$ cat src/rtl/rx_pkg.sv
package rx_pkg;
  typedef enum logic [1:0] {
    ST_IDLE,
    ST_START,
    ST_DATA,
    ST_STOP
  } rx_state_e;

  function automatic logic maj3(input logic a, input logic b, input logic c);
    return (a & b) | (a & c) | (b & c);
  endfunction
endpackage

$ cat src/rtl/rx_sync.sv
module rx_sync #(
  parameter int STAGES = 2
) (
  input  logic clk_i,
  input  logic rst_ni,
  input  logic d_i,
  output logic q_o
);
  logic [STAGES-1:0] sync_q;

  always_ff @(posedge clk_i or negedge rst_ni) begin
    if (!rst_ni) sync_q <= '1;
    else         sync_q <= {sync_q[STAGES-2:0], d_i};
  end

  assign q_o = sync_q[STAGES-1];
endmodule

$ cat src/rtl/rx_deframer.sv
module rx_deframer
  import rx_pkg::*;
#(
  parameter int OS_RATE = 16,
  parameter int DATA_W  = 8
) (
  input  logic            clk_i,
  input  logic            rst_ni,
  input  logic            en_i,
  input  logic            tick_i,
  input  logic            rx_i,
  input  logic            nine_i,
  output logic            done_o,
  output logic            nine_o,
  output logic [DATA_W:0] char_o,
  output logic            stop_o
);
  localparam int CNT_W = $clog2(OS_RATE);
  localparam int IDX_W = $clog2(DATA_W + 1);
  localparam logic [CNT_W-1:0] V0   = CNT_W'(OS_RATE / 2 - 1);
  localparam logic [CNT_W-1:0] V1   = CNT_W'(OS_RATE / 2);
  localparam logic [CNT_W-1:0] V2   = CNT_W'(OS_RATE / 2 + 1);
  localparam logic [CNT_W-1:0] LAST = CNT_W'(OS_RATE - 1);

  rx_state_e        state_q;
  logic [CNT_W-1:0] cnt_q;
  logic [IDX_W-1:0] idx_q;
  logic [1:0]       votes_q;
  logic [DATA_W:0]  shreg_q;
  logic             nine_q, done_q, stop_q;
  logic             vote;
  logic [IDX_W-1:0] last_idx;

  assign vote     = maj3(votes_q[1], votes_q[0], rx_i);
  assign last_idx = nine_q ? IDX_W'(DATA_W) : IDX_W'(DATA_W - 1);

  always_ff @(posedge clk_i or negedge rst_ni) begin
    if (!rst_ni) begin
      state_q <= ST_IDLE;
      cnt_q   <= '0;
      idx_q   <= '0;
      votes_q <= '1;
      shreg_q <= '0;
      nine_q  <= 1'b0;
      done_q  <= 1'b0;
      stop_q  <= 1'b1;
    end else begin
      done_q <= 1'b0;
      if (!en_i) begin
        state_q <= ST_IDLE;
      end else if (tick_i) begin
        if (state_q == ST_IDLE) begin
          if (!rx_i) begin
            state_q <= ST_START;
            cnt_q   <= CNT_W'(1);
            nine_q  <= nine_i;
          end
        end else begin
          cnt_q <= (cnt_q == LAST) ? '0 : cnt_q + 1'b1;
          if (cnt_q == V0 || cnt_q == V1) votes_q <= {votes_q[0], rx_i};
          if (cnt_q == V2) begin
            if (state_q == ST_START && vote) begin
              state_q <= ST_IDLE;          // false start
            end else if (state_q == ST_DATA) begin
              shreg_q[idx_q] <= vote;
            end else if (state_q == ST_STOP) begin
              done_q  <= 1'b1;
              stop_q  <= vote;
              state_q <= ST_IDLE;          // rearm at mid stop bit
            end
          end
          if (cnt_q == LAST) begin
            if (state_q == ST_START) begin
              state_q <= ST_DATA;
              idx_q   <= '0;
            end else if (state_q == ST_DATA) begin
              if (idx_q == last_idx) state_q <= ST_STOP;
              idx_q <= idx_q + 1'b1;
            end
          end
        end
      end
    end
  end

  assign done_o = done_q;
  assign nine_o = nine_q;
  assign char_o = shreg_q;
  assign stop_o = stop_q;
endmodule

$ cat src/rtl/rx_buffer.sv
module rx_buffer #(
  parameter int DATA_W = 8
) (
  input  logic              clk_i,
  input  logic              rst_ni,
  input  logic              done_i,
  input  logic              nine_i,
  input  logic [DATA_W:0]   char_i,
  input  logic              stop_i,
  input  logic              rd_i,
  output logic [DATA_W-1:0] data_o,
  output logic              rxc_o,
  output logic              fe_o,
  output logic              ovr_o,
  output logic              b8_o
);
  logic [DATA_W-1:0] data_q;
  logic rxc_q, fe_q, ovr_q, pend_q, b8_q;

  always_ff @(posedge clk_i or negedge rst_ni) begin
    if (!rst_ni) begin
      data_q <= '0;
      rxc_q  <= 1'b0;
      fe_q   <= 1'b0;
      ovr_q  <= 1'b0;
      pend_q <= 1'b0;
      b8_q   <= 1'b1;
    end else if (done_i && (!rxc_q || rd_i)) begin
      data_q <= char_i[DATA_W-1:0];
      if (nine_i) b8_q <= char_i[DATA_W];
      fe_q   <= ~stop_i;
      rxc_q  <= 1'b1;
      ovr_q  <= 1'b0;
      pend_q <= 1'b0;
    end else begin
      if (done_i) pend_q <= 1'b1;          // unread buffer: drop new char
      if (rd_i) begin
        rxc_q  <= 1'b0;
        ovr_q  <= pend_q | done_i;         // deferred overrun shows on read
        pend_q <= 1'b0;
      end
    end
  end

  assign data_o = data_q;
  assign rxc_o  = rxc_q;
  assign fe_o   = fe_q;
  assign ovr_o  = ovr_q;
  assign b8_o   = b8_q;
endmodule

$ cat src/rtl/serial_rx_status.sv
module serial_rx_status #(
  parameter int OS_RATE     = 16,
  parameter int SYNC_STAGES = 2
) (
  input  logic       clk_i,
  input  logic       rst_ni,
  input  logic       os_tick_i,
  input  logic       rx_i,
  input  logic       rx_en_i,
  input  logic       nine_bit_i,
  input  logic       rxc_ie_i,
  input  logic       gie_i,
  input  logic       rd_data_i,
  output logic [7:0] data_o,
  output logic [7:0] status_o,
  output logic       irq_o
);
  localparam int DATA_W = 8;

  logic            rx_s;
  logic            frame_done, frame_nine, frame_stop;
  logic [DATA_W:0] frame_char;
  logic            rxc, fe, ovr, b8;

  rx_sync #(.STAGES(SYNC_STAGES)) u_sync (
    .clk_i (clk_i),
    .rst_ni(rst_ni),
    .d_i   (rx_i),
    .q_o   (rx_s)
  );

  rx_deframer #(.OS_RATE(OS_RATE), .DATA_W(DATA_W)) u_deframer (
    .clk_i (clk_i),
    .rst_ni(rst_ni),
    .en_i  (rx_en_i),
    .tick_i(os_tick_i),
    .rx_i  (rx_s),
    .nine_i(nine_bit_i),
    .done_o(frame_done),
    .nine_o(frame_nine),
    .char_o(frame_char),
    .stop_o(frame_stop)
  );

  rx_buffer #(.DATA_W(DATA_W)) u_buffer (
    .clk_i (clk_i),
    .rst_ni(rst_ni),
    .done_i(frame_done),
    .nine_i(frame_nine),
    .char_i(frame_char),
    .stop_i(frame_stop),
    .rd_i  (rd_data_i),
    .data_o(data_o),
    .rxc_o (rxc),
    .fe_o  (fe),
    .ovr_o (ovr),
    .b8_o  (b8)
  );

  assign status_o = {rxc, 2'b00, fe, ovr, 1'b0, b8, 1'b0};
  assign irq_o    = rxc & rxc_ie_i & gie_i;
endmodule

$ cat config.mk
export PLATFORM = sky130hd
export DESIGN_NAME = serial_rx_status
export DESIGN_NICKNAME = d
export VERILOG_FILES = /design/src/rtl/rx_pkg.sv /design/src/rtl/rx_sync.sv /design/src/rtl/rx_deframer.sv /design/src/rtl/rx_buffer.sv /design/src/rtl/serial_rx_status.sv
export SDC_FILE = /design/constraint.sdc
export NUM_CORES = 1
export LEC_CHECK = 0
export ABC_CLOCK_PERIOD_IN_PS = 1700
export BUFFER_PORTS_ARGS = -buffer_cell sky130_fd_sc_hd__buf_4
export CAP_MARGIN = 25
export CORE_MARGIN = 4
export CORE_UTILIZATION = 51
export DETAILED_ROUTE_END_ITERATION = 12
export PLACE_DENSITY_LB_ADDON = 0.3
export SLEW_MARGIN = 20
export SYNTH_ARGS = -nofsm -noshare
export SYNTH_HDL_FRONTEND = slang
export SYNTH_SLANG_ARGS = --single-unit
$ cat constraint.sdc
create_clock -name clk_i -period 1.7 [get_ports clk_i]
set_clock_uncertainty 0.1 [all_clocks]
set_input_delay 0.255 -clock clk_i [delete_from_list [all_inputs] [get_ports clk_i]]
set_output_delay 0.255 -clock clk_i [all_outputs]
set_load 0.01 [all_outputs]
==> results.toml <==
[global_route]
overflow = 0
grt_start_max_net_pins = 40
grt_pass1_wl_um = 7800
grt_pass1_vias = 1636
antenna_found_initial = 0
grt_usage_pct = 19.9

[clock_network]
cts.sinks = 39
cts_tree = "built"
h-tree-depth = 2
clock_path_buffers = 2
path_clk_slew_ns = 0.08
worst_skew_pair.late_latency_ns = 0.30
cts.root.buffer_cell = "clkbuf_8"
cts_made_buffers = 5

[synthesis]
synth_area_per_cell_um2 = 10.9
synth_cell_type_count = 37
synth_edf_count = 0
syn_area_um2 = 1980
synth-seq-cells = 39
netlist_instances = 181
ys_seq_area_share_pct = 49.6
synthArstFlopShare_pct = 100
yosys_warnings = 0
synthFlopType = "dfrtp_1"

[floorplan]
initial_core_util_pct = 53.3
die_area_um2 = 4950
ioPinCount = 26
coreArea_um2 = 3720
die_x_um = 70.3
die_h_um = 70.3
row_count = 22

[worst_setup_path]
critPathMostFrequentCell = "a31oi_1"
crit_fanout = 8
slowest_stage = "dfrtp_1"
cp.arrival_ns = 1.80
cp_data_required_time_ns = 1.82
cp-end-kind = "flip-flop"
cp-start-kind = "flip-flop"
critical-path-top-delay-family = "simple AND/OR/NAND/NOR gates"
worstPathCellList = "inv_1 -> ha_4 -> nand3b_4 -> nor4_4 -> buf_6 -> a31oi_1 -> a31oi_1"
critPathKind = "reg -> reg"
path_buf_inv = 2
max_stage_delay_ns = 0.39

[power]
p_per_area_nw_per_um2 = 727
finalPower_mw = 1.88
leakage_nw = 1.26
vdd_drop_max_uv = 463

[place]
portBuffers = 21
postPlaceCellArea_um2 = 2290
gp_congestion = 0.851
place_ws_ns = -0.112
dpl.hpwl_um = 3280

[final_layout]
area_growth_pct = 30.5
finalInstanceArea_um2 = 2590
fin_nets = 249
drive_gt1_share_pct = 39.6
diodes = 0

[job]
drv_cap = 0

[drt]
drt_iter0_markers = 127
dr.pass1.iters = 4
antenna_left = 0
drc = 0
vias = 1600
vias_per_cell = 5.76
wire_per_inst_um = 16.3
drt-total-wl_um = 4530

[sta]
finalHoldViolCount = 0
slew_violations = 0
layout_setup_ws_ns = 0.0165
hold_ws_ns = 0.0382
fmax_ghz = 0.594
rsz0062_at_grt = "yes"
setup_violations = 0
fin_crit_sh_pct = 99.0
final.min_clock_period_ns = 1.68

[run_status]
status = "finished, final reports clean"

[min_path]
hp-class = "in -> reg"
-- cells in the mapped netlist, types with 3 or more instances --
cell,n,share of area (%)
nand3_1,5,1.3
o21ai_0,12,3.0
ha_1,11,6.9
dfstp_2,6,8.0
a31oi_1,17,5.4
a21o_1,5,1.9
dfrtp_1,33,42
buf_4,8,3.0
a21oi_1,7,1.8
inv_1,10,1.9
and3_1,5,1.6
a41oi_1,3,1.3
mux2_2,12,6.8
nand3b_1,4,1.5
nor2_1,5,0.95
nand2b_1,4,1.3
nand2_1,10,1.9
-- cells in the final DEF, fill, tap and decap left out, types with 3 or more instances in the layout --
cell      Yosys  routed
conb_1        1       4
dfrtp_1      33      33
mux2_2       12      12
nand2b_1      4       3
buf_6         0       3
a21o_1        5       5
nand3b_1      4       4
a31oi_1      17      15
nand2_1      10      10
ha_4          0       3
nand3_1       5       5
clkbuf_8      0       5
inv_1        10       6
a21oi_1       7       6
inv_2         0       4
nor2_1        5       5
buf_4         8      43
dfstp_2       6       6
o21ai_0      12      11
ha_1         11       8
and3_1        5       3
-- path summary, 6_finish.rpt --
check / cells after the start / slack, ns / from / end
hold reg to reg: 0 / 0.26 / u_sync.sync_q[0]$_DFF_PN1_ / u_sync.sync_q[1]$_DFF_PN1_
setup reg to reg: 7 / 0.02 / u_deframer.state_q[1]$_DFFE_PN0P_ / u_deframer.char_o[1]$_DFFE_PN0P_
hold / removal: 2 / 0.04 / rd_data_i / u_buffer.pend_q$_DFFE_PN0P_
min in group asynchronous: 2 / 0.37 / rst_ni / u_deframer.state_q[0]$_DFFE_PN0P_
max in group asynchronous: 2 / 0.76 / rst_ni / u_deframer.votes_q[1]$_DFFE_PN1P_
setup / recovery: 7 / 0.02 / u_deframer.state_q[1]$_DFFE_PN0P_ / u_deframer.char_o[1]$_DFFE_PN0P_
-- area by class of cell --
| type | count | area [um2] |
|---|---|---|
| clock buffers | 5 | 68.8 |
| clock inverters | 3 | 43.8 |
| fillers | 273 | 1130 |
| inverters | 10 | 37.5 |
| multi-input cells | 125 | 1020 |
| flip-flops and latches | 39 | 983 |
| well taps | 48 | 60.1 |
| repair buffers | 48 | 377 |
-- flip-flops by register name, summed over array words and instances (netlist names) --
name and flops:
u_buffer.b8_o 1, u_buffer.data_o 8, u_buffer.fe_o 1, u_buffer.ovr_o 1, u_buffer.pend_q 1, u_buffer.rxc_o 1, u_deframer.char_o 9, u_deframer.cnt_q 4
u_deframer.done_o 1, u_deframer.idx_q 4, u_deframer.nine_o 1, u_deframer.state_q 2, u_deframer.stop_o 1, u_deframer.votes_q 2, u_sync.sync_q 2
-- metrics by stage --
step | setup TNS [ns] | util [%] | instances
finish | 0 | 69.6 | 278
global route | -0.548 | 69.6 | 278
CTS | 0 | 67.0 | 274
detailed placement | -0.622 | 61.6 | 261
global placement | -0.00186 | 61.6 | 261
floorplan | 0 | - | 184
-- where the power goes --
group	internal [mW]	switching (mW)	leakage, nW
Sequential	0.943	0.0172	0.516
Combinational	0.0678	0.0774	0.690
Clock	0.437	0.337	0.0581
Total	1.45	0.432	1.26
-- layer usage --
| layer | global-route usage, % | routed length, um |
|---|---|---|
| met1 | 24.0 | 1870 |
| met5 | 0 | 0 |
| met2 | 32.5 | 2350 |
| met4 | 8.94 | 99 |
| met3 | 5.76 | 206 |
-- timing repair --
action / 4_1_cts / 5_1_grt
setup endpoints to repair: 18 / 17
gates resized for setup: 8 / 17
gates cloned: 0 / 0
endpoints found under the hold margin: 34 / 0
hold buffers: 2 / 0
pin swaps: 2 / 7
setup buffers: 3 / 4
-- cells by family (layout without fill, tap and decap cells) --
| family | count (synthesis) | count (layout) | synth area share (%) |
|---|---|---|---|
| simple gates | 47 | 47 | 14.8 |
| fa+ha+maj | 11 | 11 | 6.94 |
| mux | 13 | 13 | 7.32 |
| compound gates | 50 | 50 | 15.7 |
| other cells | 1 | 4 | 0.189 |
| buf+inv | 20 | 66 | 5.37 |
| flops | 39 | 39 | 49.6 |
(Power assumes the default switching activity.)
